### src/rtl/rxq_pkg.sv
package rxq_pkg;
  // What happens to the fill level at the next clock edge
  typedef enum logic [1:0] {
    LV_HOLD  = 2'd0,
    LV_UP    = 2'd1,
    LV_DOWN  = 2'd2,
    LV_CLEAR = 2'd3
  } lv_op_t;
endpackage

### src/rtl/rxq_wrap_ptr.sv
module rxq_wrap_ptr #(
  parameter int DEPTH = 32,
  parameter int PTR_W = $clog2(DEPTH)
) (
  input  logic             clk,
  input  logic             rst,
  input  logic             clr,
  input  logic             step,
  output logic [PTR_W-1:0] ptr
);
  localparam logic [PTR_W-1:0] LAST_IDX = PTR_W'(DEPTH - 1);

  generate
    if ((1 << PTR_W) == DEPTH) begin : g_pow2
      // Natural binary rollover wraps the pointer
      always_ff @(posedge clk) begin
        if (rst || clr)  ptr <= '0;
        else if (step)   ptr <= ptr + 1'b1;
      end
    end else begin : g_cmp
      // Explicit compare when the depth is not a power of two
      always_ff @(posedge clk) begin
        if (rst || clr)  ptr <= '0;
        else if (step)   ptr <= (ptr == LAST_IDX) ? '0 : ptr + 1'b1;
      end
    end
  endgenerate
endmodule

### src/rtl/rxq_level.sv
module rxq_level
  import rxq_pkg::*;
#(
  parameter int DEPTH = 32,
  parameter int CNT_W = $clog2(DEPTH + 1)
) (
  input  logic             clk,
  input  logic             rst,
  input  lv_op_t           op,
  output logic [CNT_W-1:0] cnt,
  output logic             full,
  output logic             empty
);
  localparam logic [CNT_W-1:0] FULL_LVL = CNT_W'(DEPTH);

  always_ff @(posedge clk) begin
    if (rst) begin
      cnt <= '0;
    end else begin
      unique case (op)
        LV_UP:    cnt <= cnt + 1'b1;
        LV_DOWN:  cnt <= cnt - 1'b1;
        LV_CLEAR: cnt <= '0;
        default:  cnt <= cnt;
      endcase
    end
  end

  assign full  = (cnt == FULL_LVL);
  assign empty = (cnt == '0);
endmodule

### src/rtl/rxq_rts_ctl.sv
module rxq_rts_ctl
  import rxq_pkg::*;
#(
  parameter int DEPTH = 32,
  parameter int CNT_W = $clog2(DEPTH + 1)
) (
  input  logic             clk,
  input  logic             rst,
  input  lv_op_t           op,
  input  logic [CNT_W-1:0] cnt,
  output logic             rts_n
);
  // Levels before the update that cross a watermark
  localparam logic [CNT_W-1:0] STOP_FROM   = CNT_W'(DEPTH / 2 - 1);
  localparam logic [CNT_W-1:0] RESUME_FROM = CNT_W'(DEPTH / 4 + 1);

  always_ff @(posedge clk) begin
    if (rst) begin
      rts_n <= 1'b0;
    end else begin
      unique case (op)
        LV_CLEAR: rts_n <= 1'b0;
        LV_UP:    if (cnt == STOP_FROM)   rts_n <= 1'b1;
        LV_DOWN:  if (cnt == RESUME_FROM) rts_n <= 1'b0;
        default:  rts_n <= rts_n;
      endcase
    end
  end
endmodule

### src/rtl/rxq_store.sv
module rxq_store #(
  parameter int DEPTH  = 32,
  parameter int DATA_W = 8,
  parameter int PTR_W  = $clog2(DEPTH)
) (
  input  logic              clk,
  input  logic              we,
  input  logic [PTR_W-1:0]  waddr,
  input  logic [DATA_W-1:0] wdata,
  input  logic [PTR_W-1:0]  raddr,
  output logic [DATA_W-1:0] rdata
);
  // No reset on the array so it maps to distributed RAM
  logic [DATA_W-1:0] mem [DEPTH];

  always_ff @(posedge clk) begin
    if (we) mem[waddr] <= wdata;
  end

  assign rdata = mem[raddr];
endmodule

### src/rtl/rxq_flowctl.sv
module rxq_flowctl
  import rxq_pkg::*;
#(
  parameter int DEPTH   = 32,
  parameter int DATA_W  = 8,
  parameter int HAS_RTS = 1
) (
  input  logic              clk,
  input  logic              rst,
  input  logic              flush,
  input  logic              wr_valid,
  input  logic [DATA_W-1:0] wr_data,
  input  logic              rd_pop,
  output logic              rd_valid,
  output logic [DATA_W-1:0] rd_data,
  output logic              rts_n
);
  localparam int PTR_W = $clog2(DEPTH);
  localparam int CNT_W = $clog2(DEPTH + 1);

  logic [CNT_W-1:0] fill_cnt;
  logic             q_full, q_empty;
  logic             push_ok, pop_ok;
  logic [PTR_W-1:0] head_ptr, tail_ptr;
  lv_op_t           lv_op;

  assign push_ok = wr_valid & ~q_full & ~flush;
  assign pop_ok  = rd_pop & ~q_empty & ~flush;

  always_comb begin
    if (flush)                  lv_op = LV_CLEAR;
    else if (push_ok & ~pop_ok) lv_op = LV_UP;
    else if (pop_ok & ~push_ok) lv_op = LV_DOWN;
    else                        lv_op = LV_HOLD;
  end

  rxq_level #(.DEPTH(DEPTH), .CNT_W(CNT_W)) u_level (
    .clk(clk), .rst(rst), .op(lv_op),
    .cnt(fill_cnt), .full(q_full), .empty(q_empty)
  );

  rxq_wrap_ptr #(.DEPTH(DEPTH), .PTR_W(PTR_W)) u_head (
    .clk(clk), .rst(rst), .clr(flush), .step(push_ok), .ptr(head_ptr)
  );

  rxq_wrap_ptr #(.DEPTH(DEPTH), .PTR_W(PTR_W)) u_tail (
    .clk(clk), .rst(rst), .clr(flush), .step(pop_ok), .ptr(tail_ptr)
  );

  rxq_store #(.DEPTH(DEPTH), .DATA_W(DATA_W), .PTR_W(PTR_W)) u_store (
    .clk(clk), .we(push_ok), .waddr(head_ptr), .wdata(wr_data),
    .raddr(tail_ptr), .rdata(rd_data)
  );

  generate
    if (HAS_RTS != 0) begin : g_rts
      rxq_rts_ctl #(.DEPTH(DEPTH), .CNT_W(CNT_W)) u_rts (
        .clk(clk), .rst(rst), .op(lv_op), .cnt(fill_cnt), .rts_n(rts_n)
      );
    end else begin : g_no_rts
      assign rts_n = 1'b0;
    end
  endgenerate

  assign rd_valid = ~q_empty;
endmodule

### config.mk
export PLATFORM = sky130hd
export DESIGN_NAME = rxq_flowctl
export DESIGN_NICKNAME = d
export VERILOG_FILES = /design/src/rtl/rxq_pkg.sv /design/src/rtl/rxq_wrap_ptr.sv /design/src/rtl/rxq_level.sv /design/src/rtl/rxq_rts_ctl.sv /design/src/rtl/rxq_store.sv /design/src/rtl/rxq_flowctl.sv
export SDC_FILE = /design/constraint.sdc
export NUM_CORES = 1
export LEC_CHECK = 0
export ABC_AREA = 1
export BUFFER_PORTS_ARGS = -buffer_cell sky130_fd_sc_hd__buf_2
export CELL_PAD_IN_SITES_DETAIL_PLACEMENT = 0
export CELL_PAD_IN_SITES_GLOBAL_PLACEMENT = 1
export CORE_MARGIN = 1.5
export CORE_UTILIZATION = 51
export CTS_CLUSTER_DIAMETER = 50
export DETAILED_ROUTE_END_ITERATION = 10
export PLACE_DENSITY = 0.87
export SYNTH_ARGS = -nofsm -noshare
export SYNTH_HDL_FRONTEND = slang
export SYNTH_SLANG_ARGS = --single-unit
### constraint.sdc
create_clock -name clk -period 2.8 [get_ports clk]
set_clock_uncertainty 0.2 [all_clocks]
set_input_delay 0.42 -clock clk [delete_from_list [all_inputs] [get_ports clk]]
set_output_delay 0.42 -clock clk [all_outputs]
set_load 0.02 [all_outputs]
==> results.tsv <==
stage	metric	value	unit
status	status	complete, but fails checks	
status	violations	negative setup slack	
global_route	grt_pass1_vias	7541	
placement	gp_congestion	0.812	
clock_tree	insertion_delay	560	ps
die	io_pins	23	
die	core	0.0218	mm²
route	vias	8049	
clock_tree	root_buffer	clkbuf_16	
route	ant_nets	0	
setup_path	endpoint_kind	primary output	
sta	clock.fmax	0.335	GHz
finish	layout_commonest_cell	edfxtp_1	
setup_path	path_cells	buf_12 > buf_12 > o21ai_0 > o221ai_2 > nand3_2 > o21ai_2 > nor2_1 > a31oi_1 > buf_4	
sta	worstMarginPinSlew	705	ps
clock_tree	cts_max_level	1	
setup_path	slowest_stage	dfxtp_4	
route	drc	0	
die	die_y	152	µm
synthesis	syn_area_per_cell	12.5	µm²
finish	nFillCells	1526	
setup_path	arrival	2370	ps
pwr	total_leakage_power	4.82	nW
sta	hold_viol_final	0	
global_route	grt_pass1_wl	44.7	mm
route	drt_wl_total	30.9	mm
setup_path	cp_max_fo	7	
pwr	ir_worst_vdd	0.465	mV
sta	slew_viol_final	0	
synthesis	yosysSeqAreaShare	71.8	%
sta	setup_violations	8	
route	first_pass_iters	5	
finish	layout-drive-gt1-share	23.7	%
synthesis	ys_warn_count	0	
clock_tree	clk_pin_slew	60	ps
setup_path	start_kind	register	
sta	grt_setup_unrepaired	yes	
finish	syn_to_final_growth	24.4	%
die	die_area	0.0231	mm²
clock_tree	cts.path.max_buffers	3	
synthesis	syn_area	0.0113	mm²
global_route	antenna_found_initial	0	
synthesis	synthDistinctLibCells	35	
sta	post-route-period-util	107	%
synthesis	synthesis.nets	925	
placement	pre_cts_slack	210	ps
clock_tree	numClockSinks	278	
placement	dp.cells	1207	
sta	period_minus_slack	2990	ps
die	initial_utilization	51.9	%
finish	nNetsFinal	1011	
clock_tree	cts_tree	yes	
global_route	grt_use_total	25.2	%
finish	post-route-util	64.6	%
global_route	grt-ovfl-total	0	
sta	fin_ws	-185	ps
finish	final_cell_mix	256 x edfxtp_1, 179 x nor2_1, 104 x o21ai_0	
setup_path	crit_path_max_incr_delay	410	ps
job	max-cap-violations	0	
die	die_w	152	µm
hold_path	hp-class	in -> reg	
global_route	grt_max_degree	37	
pwr	cellPowerDensity	628	mW/mm²
clock_tree	numCtsBuffers	31	
route	drtIter0Drc	1109	
synthesis	syn_inst	905	
sta	slew_headroom	53.0	%
finish	diodes	0	
placement	io_buffers	22	
route	routedWlPerCell	23.8	µm
die	rows	54	
synthesis	synth_seq_cells	278	
setup_path	required	2180	ps
finish	fin_cells	1295	
setup_path	critical_path.most_common_cell	buf_12	
route	routed_via_density	6.22	
setup_path	worst-setup-path-type	reg -> out	
placement	dp_hpwl	16.3	mm
-- kinds of logic (layout without fill, tap and decap cells) --
group | count (synthesis) | after routing | share of synthesized area, %
and+or+nand+nor | 288 | 288 | 11.3
adders and majority gates | 7 | 7 | 0.773
xor gates and xnor gates | 1 | 1 | 0.0774
buffers and inverters | 90 | 200 | 3.26
AOI/OAI and AO/OA | 241 | 241 | 12.8
DFF | 278 | 278 | 71.8
-- final cells by class --
class,instances,area [µm²],share of cell area (%)
sequential,278,8140,57.7
multi-input combinational,537,3140,22.3
timing repair buffer,105,1250,8.89
clock buffer,36,795,5.64
tap,280,350,2.49
clock inverter,21,225,1.60
inverter,36,173,1.23
timing repair inverter,2,22.5,0.160
-- flip-flops by register name, indices dropped and copies added (netlist names), named ones only --
name,flops
u_store.mem,256
u_level.cnt,6
u_head.ptr,5
u_tail.ptr,5
g_rts.u_rts.rts_n,1
-- routing by layer --
layer / routed length [µm] / GRT usage, %
met5: 0 / 0
met4: 1120 / 8.65
met3: 3100 / 4.05
met2: 14500 / 39.0
met1: 12100 / 36.7
-- power by group --
part / switching (mW) / total [mW] / internal (mW)
Combinational: 0.157 / 0.222 / 0.0648
Sequential: 0.00594 / 4.54 / 4.54
Clock: 1.67 / 4.08 / 2.41
-- per-stage QoR --
| step | cell area (µm²) | hold WS [ps] | setup TNS [ps] | power [mW] |
|---|---|---|---|---|
| after floorplan | 11300 | 276 | 0 | 4.72 |
| after global placement | 12100 | 264 | 0 | 4.81 |
| after detailed placement | 12100 | 277 | 0 | 4.82 |
| after CTS | 13800 | 48.8 | -786 | 8.81 |
| after global routing | 14100 | 74.6 | -1430 | 9.04 |
| final | 14100 | 59.3 | -983 | 8.84 |
-- Yosys cell counts --
cell,number,area share (%)
nand3_2,8,0.71
nor3_1,7,0.31
a211oi_1,1,0.066
nand3_1,32,1.4
nor2_1,186,6.2
nor2_2,4,0.22
a32oi_1,7,0.54
nor2_8,1,0.18
xor2_1,1,0.077
o21ai_1,2,0.088
nand2_2,4,0.22
dfxtp_1,22,3.9
o22ai_1,16,0.88
inv_1,30,0.99
a21oi_2,1,0.077
ha_1,7,0.77
inv_4,2,0.11
and3_1,1,0.055
o21bai_1,2,0.13
edfxtp_1,256,68
a21oi_1,13,0.57
nor3b_1,3,0.20
inv_2,4,0.13
nand2_1,33,1.1
o221ai_1,48,3.7
nand4_1,2,0.11
clkbuf_1,43,1.4
nor2_4,2,0.20
buf_8,1,0.13
o21ai_0,143,6.3
nand2_4,3,0.30
buf_2,9,0.40
or2_2,2,0.11
a31oi_1,8,0.44
buf_4,1,0.066
-- worst max-delay path, delay by kind of cell (launching register included) --
kind | cells | cell delay [ps]
buffers and inverters | 3 | 490
and+or+nand+nor | 2 | 190
AOI/OAI and AO/OA | 4 | 710
DFF | 1 | 410
-- worst paths after layout --
check / start / to / slack, ps / depth (start not counted)
worst max-delay path: register / rd_data[5] / -190 / 9
worst min-delay path: flush / u_level.cnt[2] / 60 / 4
worst max register to register: u_level.cnt[0] / u_level.cnt[4] / 550 / 14
worst min register to register: g_rts.u_rts.rts_n / g_rts.u_rts.rts_n / 290 / 2
-- repair_timing --
item / CTS / global route
hold endpoints to repair: 6 / 0
gates resized for setup: 84 / 49
buffers inserted: 14 / 0
endpoints found under the setup margin: 8 / 8
pin swaps: 24 / 43
hold buffers: 1 / 0
gates cloned: 8 / 9
Note: power is estimated with default switching activity, not from simulation.
